File: src/rtl/rxq_pkg.sv
package rxq_pkg;
  typedef enum logic [1:0] {
    RX_IDLE  = 2'd0,
    RX_START = 2'd1,
    RX_DATA  = 2'd2,
    RX_STOP  = 2'd3
  } rx_state_e;
endpackage

File: src/rtl/rxq_tick.sv
module rxq_tick #(
  parameter int DIV_W = 16
) (
  input  logic             clk,
  input  logic             rst_n,
  input  logic [DIV_W-1:0] divisor,
  output logic             tick
);
  logic [DIV_W-1:0] cnt;

  function automatic logic reached(input logic [DIV_W-1:0] c, input logic [DIV_W-1:0] d);
    return c >= d;
  endfunction

  assign tick = reached(cnt, divisor);

  always_ff @(posedge clk) begin
    if (!rst_n)    cnt <= '0;
    else if (tick) cnt <= '0;
    else           cnt <= cnt + 1'b1;
  end

  // with a nonzero divisor, two ticks never fall on adjacent clocks
  assert_tick_spacing_R1: assert property (@(posedge clk) disable iff (!rst_n)
    (tick && divisor != '0) |=> (!tick || divisor == '0));
endmodule

File: src/rtl/rxq_sync.sv
module rxq_sync #(
  parameter int STAGES = 2
) (
  input  logic clk,
  input  logic rst_n,
  input  logic din,
  output logic dout
);
  logic [STAGES-1:0] chain;

  always_ff @(posedge clk) begin
    if (!rst_n) chain <= '1;
    else        chain <= {chain[STAGES-2:0], din};
  end

  assign dout = chain[STAGES-1];
endmodule

File: src/rtl/rxq_sampler.sv
module rxq_sampler
  import rxq_pkg::*;
#(
  parameter int OSR    = 4,
  parameter int DATA_W = 8
) (
  input  logic              clk,
  input  logic              rst_n,
  input  logic              tick,
  input  logic              line,
  output logic              done,
  output logic [DATA_W-1:0] data,
  output logic              bad_stop
);
  localparam int PH_W       = $clog2(OSR);
  localparam int BC_W       = $clog2(DATA_W);
  localparam int CONFIRM_PH = OSR / 2 - 1;
  localparam int MID_PH     = OSR - 1;

  rx_state_e         state;
  logic [PH_W-1:0]   ph;
  logic [BC_W-1:0]   bitcnt;
  logic [DATA_W-1:0] shreg;

  wire at_confirm = tick && (ph == PH_W'(CONFIRM_PH));
  wire at_mid     = tick && (ph == PH_W'(MID_PH));

  function automatic logic [DATA_W-1:0] shift_lsb_first(input logic [DATA_W-1:0] s, input logic b);
    return {b, s[DATA_W-1:1]};
  endfunction

  always_ff @(posedge clk) begin
    if (!rst_n) begin
      state  <= RX_IDLE;
      ph     <= '0;
      bitcnt <= '0;
      shreg  <= '0;
    end else begin
      case (state)
        RX_IDLE: if (tick && !line) begin
          state <= RX_START;
          ph    <= '0;
        end
        RX_START: if (at_confirm) begin
          ph     <= '0;
          bitcnt <= '0;
          state  <= line ? RX_IDLE : RX_DATA;
        end else if (tick) begin
          ph <= ph + 1'b1;
        end
        RX_DATA: if (at_mid) begin
          ph    <= '0;
          shreg <= shift_lsb_first(shreg, line);
          if (bitcnt == BC_W'(DATA_W - 1)) state <= RX_STOP;
          else                              bitcnt <= bitcnt + 1'b1;
        end else if (tick) begin
          ph <= ph + 1'b1;
        end
        RX_STOP: if (at_mid) begin
          state <= RX_IDLE;
          ph    <= '0;
        end else if (tick) begin
          ph <= ph + 1'b1;
        end
        default: state <= RX_IDLE;
      endcase
    end
  end

  assign done     = (state == RX_STOP) && at_mid;
  assign data     = shreg;
  assign bad_stop = !line;

  // a finished character always hands control back to idle
  assert_done_idle_R3: assert property (@(posedge clk) disable iff (!rst_n)
    done |=> (state == RX_IDLE));
  // a start that is high again at the confirm tick is dropped
  assert_glitch_reject_R4: assert property (@(posedge clk) disable iff (!rst_n)
    (state == RX_START && at_confirm && line) |=> (state == RX_IDLE && !done));
endmodule

File: src/rtl/rxq_fifo.sv
module rxq_fifo #(
  parameter int DEPTH = 4,
  parameter int W     = 8
) (
  input  logic         clk,
  input  logic         rst_n,
  input  logic         push,
  input  logic [W-1:0] wdata,
  input  logic         pop,
  output logic [W-1:0] head,
  output logic         empty,
  output logic         full,
  output logic         one_left
);
  localparam int AW = (DEPTH > 1) ? $clog2(DEPTH) : 1;
  localparam int CW = $clog2(DEPTH + 1);

  logic [W-1:0]  mem [DEPTH];
  logic [AW-1:0] wr_ptr, rd_ptr;
  logic [CW-1:0] count;

  function automatic logic [AW-1:0] wrap_inc(input logic [AW-1:0] p);
    return (p == AW'(DEPTH - 1)) ? '0 : p + 1'b1;
  endfunction

  wire do_pop = pop && (count != '0);

  always_ff @(posedge clk) begin
    if (push) mem[wr_ptr] <= wdata;
  end

  always_ff @(posedge clk) begin
    if (!rst_n) begin
      wr_ptr <= '0;
      rd_ptr <= '0;
      count  <= '0;
    end else begin
      if (push)   wr_ptr <= wrap_inc(wr_ptr);
      if (do_pop) rd_ptr <= wrap_inc(rd_ptr);
      case ({push, do_pop})
        2'b10:   count <= count + 1'b1;
        2'b01:   count <= count - 1'b1;
        default: count <= count;
      endcase
    end
  end

  assign head     = mem[rd_ptr];
  assign empty    = (count == '0);
  assign full     = (count == CW'(DEPTH));
  assign one_left = (count == CW'(DEPTH - 1));

  // the three fill flags are mutually exclusive
  assert_flags_excl_R5: assert property (@(posedge clk) disable iff (!rst_n)
    $onehot0({empty, full, one_left}));
  // no write lands on a full queue unless a read frees a slot
  assert_no_overflow_R7: assert property (@(posedge clk) disable iff (!rst_n)
    push |-> (!full || pop));
  // reading an empty queue leaves it empty
  assert_pop_empty_R9: assert property (@(posedge clk) disable iff (!rst_n)
    (pop && empty && !push) |=> empty);
endmodule

File: src/rtl/uart_rx_fifo.sv
module uart_rx_fifo #(
  parameter int DIV_W  = 16,
  parameter int DATA_W = 8,
  parameter int OSR    = 4,
  parameter int DEPTH  = 4,
  parameter int SYNC_N = 2
) (
  input  logic              clk,
  input  logic              rst_n,
  input  logic [DIV_W-1:0]  baud_div,
  input  logic              rxd,
  input  logic              rd_pop,
  input  logic              clr_frame_err,
  input  logic              clr_overrun,
  output logic [DATA_W-1:0] rd_data,
  output logic              rx_empty,
  output logic              rx_full,
  output logic              rx_one_left,
  output logic              frame_err,
  output logic              overrun_err
);
  logic              tick, line_s;
  logic              char_done, char_bad_stop;
  logic [DATA_W-1:0] char_data;

  rxq_tick #(.DIV_W(DIV_W)) u_tick (
    .clk(clk), .rst_n(rst_n), .divisor(baud_div), .tick(tick));

  rxq_sync #(.STAGES(SYNC_N)) u_sync (
    .clk(clk), .rst_n(rst_n), .din(rxd), .dout(line_s));

  rxq_sampler #(.OSR(OSR), .DATA_W(DATA_W)) u_samp (
    .clk(clk), .rst_n(rst_n), .tick(tick), .line(line_s),
    .done(char_done), .data(char_data), .bad_stop(char_bad_stop));

  wire q_push   = char_done && (!rx_full || rd_pop);
  wire ovr_evt  = char_done && rx_full && !rd_pop;
  wire ferr_evt = char_done && char_bad_stop;

  rxq_fifo #(.DEPTH(DEPTH), .W(DATA_W)) u_fifo (
    .clk(clk), .rst_n(rst_n), .push(q_push), .wdata(char_data), .pop(rd_pop),
    .head(rd_data), .empty(rx_empty), .full(rx_full), .one_left(rx_one_left));

  always_ff @(posedge clk) begin
    if (!rst_n) begin
      frame_err   <= 1'b0;
      overrun_err <= 1'b0;
    end else begin
      if (ferr_evt)           frame_err <= 1'b1;
      else if (clr_frame_err) frame_err <= 1'b0;
      if (ovr_evt)            overrun_err <= 1'b1;
      else if (clr_overrun)   overrun_err <= 1'b0;
    end
  end

  // a bad stop bit always leaves the flag set
  assert_frame_sets_R6: assert property (@(posedge clk) disable iff (!rst_n)
    ferr_evt |=> frame_err);
  // a character lost to a full queue always leaves the flag set
  assert_overrun_sets_R7: assert property (@(posedge clk) disable iff (!rst_n)
    ovr_evt |=> overrun_err);
  // completing into a full queue while it is read keeps it full
  assert_swap_full_R8: assert property (@(posedge clk) disable iff (!rst_n)
    (char_done && rx_full && rd_pop) |=> rx_full);
endmodule

File: config.mk
export PLATFORM = sky130hd
export DESIGN_NAME = uart_rx_fifo
export DESIGN_NICKNAME = d
export VERILOG_FILES = /design/src/rtl/rxq_pkg.sv /design/src/rtl/rxq_tick.sv /design/src/rtl/rxq_sync.sv /design/src/rtl/rxq_sampler.sv /design/src/rtl/rxq_fifo.sv /design/src/rtl/uart_rx_fifo.sv
export SDC_FILE = /design/constraint.sdc
export NUM_CORES = 1
export LEC_CHECK = 0
export ABC_AREA = 1
export BUFFER_PORTS_ARGS = -buffer_cell sky130_fd_sc_hd__buf_2
export CORE_AREA = 2 2 114 143
export CTS_CLUSTER_DIAMETER = 100
export DETAILED_ROUTE_END_ITERATION = 7
export DIE_AREA = 0 0 116 145
export SLEW_MARGIN = 5
export SYNTH_ARGS = -nofsm -noshare
export SYNTH_HDL_FRONTEND = slang
export SYNTH_SLANG_ARGS = --single-unit
File: constraint.sdc
create_clock -name clk -period 2.85 [get_ports clk]
set_input_delay 0.1425 -clock clk [delete_from_list [all_inputs] [get_ports clk]]
set_output_delay 0.1425 -clock clk [all_outputs]
set_load 0.005 [all_outputs]
==> results.md <==
- Pre-antenna DRT Iters: 4
- Clock Skew: 5.08 ps
- 1st-iter DRT viols: 87
- WHS: about 20 ps
- Layout Utilization: between 20 and 30%
- Vias in the first global route: around 2800
- ANT nets after route: 0
- Num CTS Buffers: 9
- Placed Cells: around 660
- Worst path cell trace: ha_1, a21oi_1, o21ai_0, a21oi_2, nand2_4, nand2_4, nor3_4, nand2_2, ha_1, inv_2, fa_2, a21oi_1, o21ai_1, o21ai_1, a21oi_1
- Number of synthesized flops with an enable pin: 32
- CTS root buf: clkbuf_16
- Most frequent cells in the layout: nor2_1 (62), inv_1 (57), nand2_1 (57)
- Worst EP arrival: ~2800 ps
- Seq/Total Area, Yosys: 50.6%
- Filler Cells Inserted: approximately 1700
- Min-delay worst type: primary input to flop
- Setup WS pre-CTS: approximately 44 ps
- Most used cell, CP: a21oi_1
- CP peak stage delay: 390 ps
- Gr ovfl total: 0
- Max Cap Viol: 0
- First-pass GRT wire length: around 12000 um
- Post-synth top area share: around a quarter
- Metal2 WL: between 3000 and 4000 um
- Multi-input gate area: around 1500 um^2
- Total clock sinks: between 70 and 80
- VDD IR-drop max: between 0.2 and 0.3 mV
- Worst Path Buf+Inv: 1
- Sequential cell area: approximately 1800 um^2
- Total track usage: under 10%
- Met1 Wirelength: 2900 um
- Clock transition at path regs: roughly 60 ps
- Max clock buf depth: 2
- Initial antenna violation count: 0
- Top_reg_cell synth: dfxtp_1
- Layout cells sized above 1: just under 20%
- Most common cell after layout, fill and taps aside: nor2_1
- Total core area: 15400 um^2
- Via density: 4.15
- Status: finished clean
- Row count: about 50
- Maximum clock rate: about 380 MHz
- Area contributors post-synth: edfxtp_1 (26%), dfxtp_1 (24%), ha_1 (9.3%), nor2_1 (6.4%), inv_1 (6.0%)
- CP Max Fanout: 7
- WL per Instance: approximately 11 um
- Leading area contributor after synthesis: edfxtp_1
- Yosys synthesis warning count: 0
- Initial core utilization: between 20% and 30%
- DR top layer: met4
- Fin crit period: 2620 ps
- Mapped cell area: around 3600 um^2
- Later-pin clock latency in the skew report: 330 ps
- Final setup fails: 0
- Power density over cell area: roughly 570 nW/um^2
- Leak Pwr: around 1.9 nW
- Final Hold Viols: 0
- Worst Max-Slew Pin Slew: 713 ps
- ANT cells: 0
- Final period util: between 90% and 100%
- Met3 wire length: 344 um
- Mapped Nets: between 400 and 500
- Max-slew violations: 0
- Yosys reg bits: 76
- CP required: just over 3000 ps
- Critical-path top delay cell: fa_2
- Die area: 16800 um^2
- Hpwl dp: ~5300 um
- Final worst slack: 234 ps
- Vias: between 2000 and 3000
- Max H-tree Level: 3
- WL final: 7140 um
- Setup crit end kind: flop
- CTS tree: done
- RSZ-0062 raised after global routing: no
- Synth unique cells: 35
- Die Y: 145 um
- CP startpoint kind: flop
- DIE WIDTH: around 120 um
- CP Class: flop to flop
- Gpl congestion: 0.879
- Critical path's top delay family: compound AO/OA/AOI/OAI gates
- Post-synthesis average cell area: between 8 and 9 um^2
- Ports: 35
- Cells after Synth: a little over 400
- Post-Layout Cell Count: 676
- Nets: between 500 and 600
- Area Overhead vs Synth: 21.6%
- Largest net degree at the start of global routing: 21
- PortBufs: 34
- Setup TNS: 0 ps
- Rel. slew slack: between 50% and 60%
- DRC: 0
- FFs w/ async S/R, synth: 0%
## metal layers
| metal | vias up | track usage [%] |
|---|---|---|
| li1 | 1450 | - |
| met1 | 1299 | 9.54 |
| met2 | 53 | 16.5 |
| met3 | 6 | 2.63 |
| met4 | 0 | 4.11 |
| met5 | - | 0 |
## through the flow
stage | total power, W | area [um^2]
detailed placement | 0.00146 | 4100
floorplan | 0.00135 | 3640
global placement | 0.00145 | 4100
global route | 0.00264 | 4420
finish | 0.00251 | 4420
CTS | 0.00254 | 4390
## cell usage after synthesis (4+ instances only)
library cell	number
a21oi_1	27
clkbuf_1	4
dfxtp_1	44
edfxtp_1	32
ha_1	27
inv_1	58
nand2_1	57
nand2_2	4
nand3_1	12
nand4_1	4
nor2_1	62
nor3_1	6
o21ai_0	32
o22ai_1	8
or2_2	5
## sequential cells by signal, summed over array words and instances, names as in the netlist, named ones only
name           count
u_samp.bitcnt      3
frame_err          1
u_fifo.mem        32
u_samp.data        8
u_fifo.rd_ptr      2
u_fifo.count       3
u_samp.ph          2
overrun_err        1
u_tick.cnt        16
u_fifo.wr_ptr      2
u_sync.chain       2
u_samp.state       1
## area by class of cell
| class | instances | share of cell area, % |
|---|---|---|
| sequential | 76 | 41.8 |
| multi-input combinational | 268 | 35.0 |
| tap | 212 | 6.00 |
| timing repair buffer | 45 | 5.71 |
| clock buffer | 9 | 5.09 |
| inverter | 59 | 5.01 |
| clock inverter | 7 | 1.47 |
## kinds of logic after synthesis
logic type | Yosys count | share of synthesized area [%]
AO/OA/AOI/OAI | 73 | 10.8
XOR/XNOR | 3 | 0.723
adder cells (fa/ha/maj) | 28 | 9.84
buffers and inverters | 65 | 7.02
flip-flops | 76 | 50.6
AND/OR/NAND/NOR | 164 | 21.0
## report_power, final
part	switching, W	internal, W
sequential	0.0000210	0.00115
combinational	0.000153	0.000109
clock	0.000472	0.000610
total	0.000646	0.00187
## path summary, 6_finish.rpt
check / start / endpoint / slack, ps / depth (start not counted)
max: u_tick.cnt[11] / u_fifo.count[2] / 230 / 15
max reg2reg: u_tick.cnt[11] / u_fifo.count[2] / 230 / 15
min: rxd / u_sync.chain[0] / 20 / 2
min reg2reg: u_sync.chain[0] / u_sync.chain[1] / 410 / 1
## repair_timing
item | 4_1_cts | 5_1_grt
endpoints found under the setup margin | 0 | 1
setup buffers | 0 | 3
resized for setup | 0 | 10
hold buffers | 0 | 0
Power figures use the tool's default switching activity.
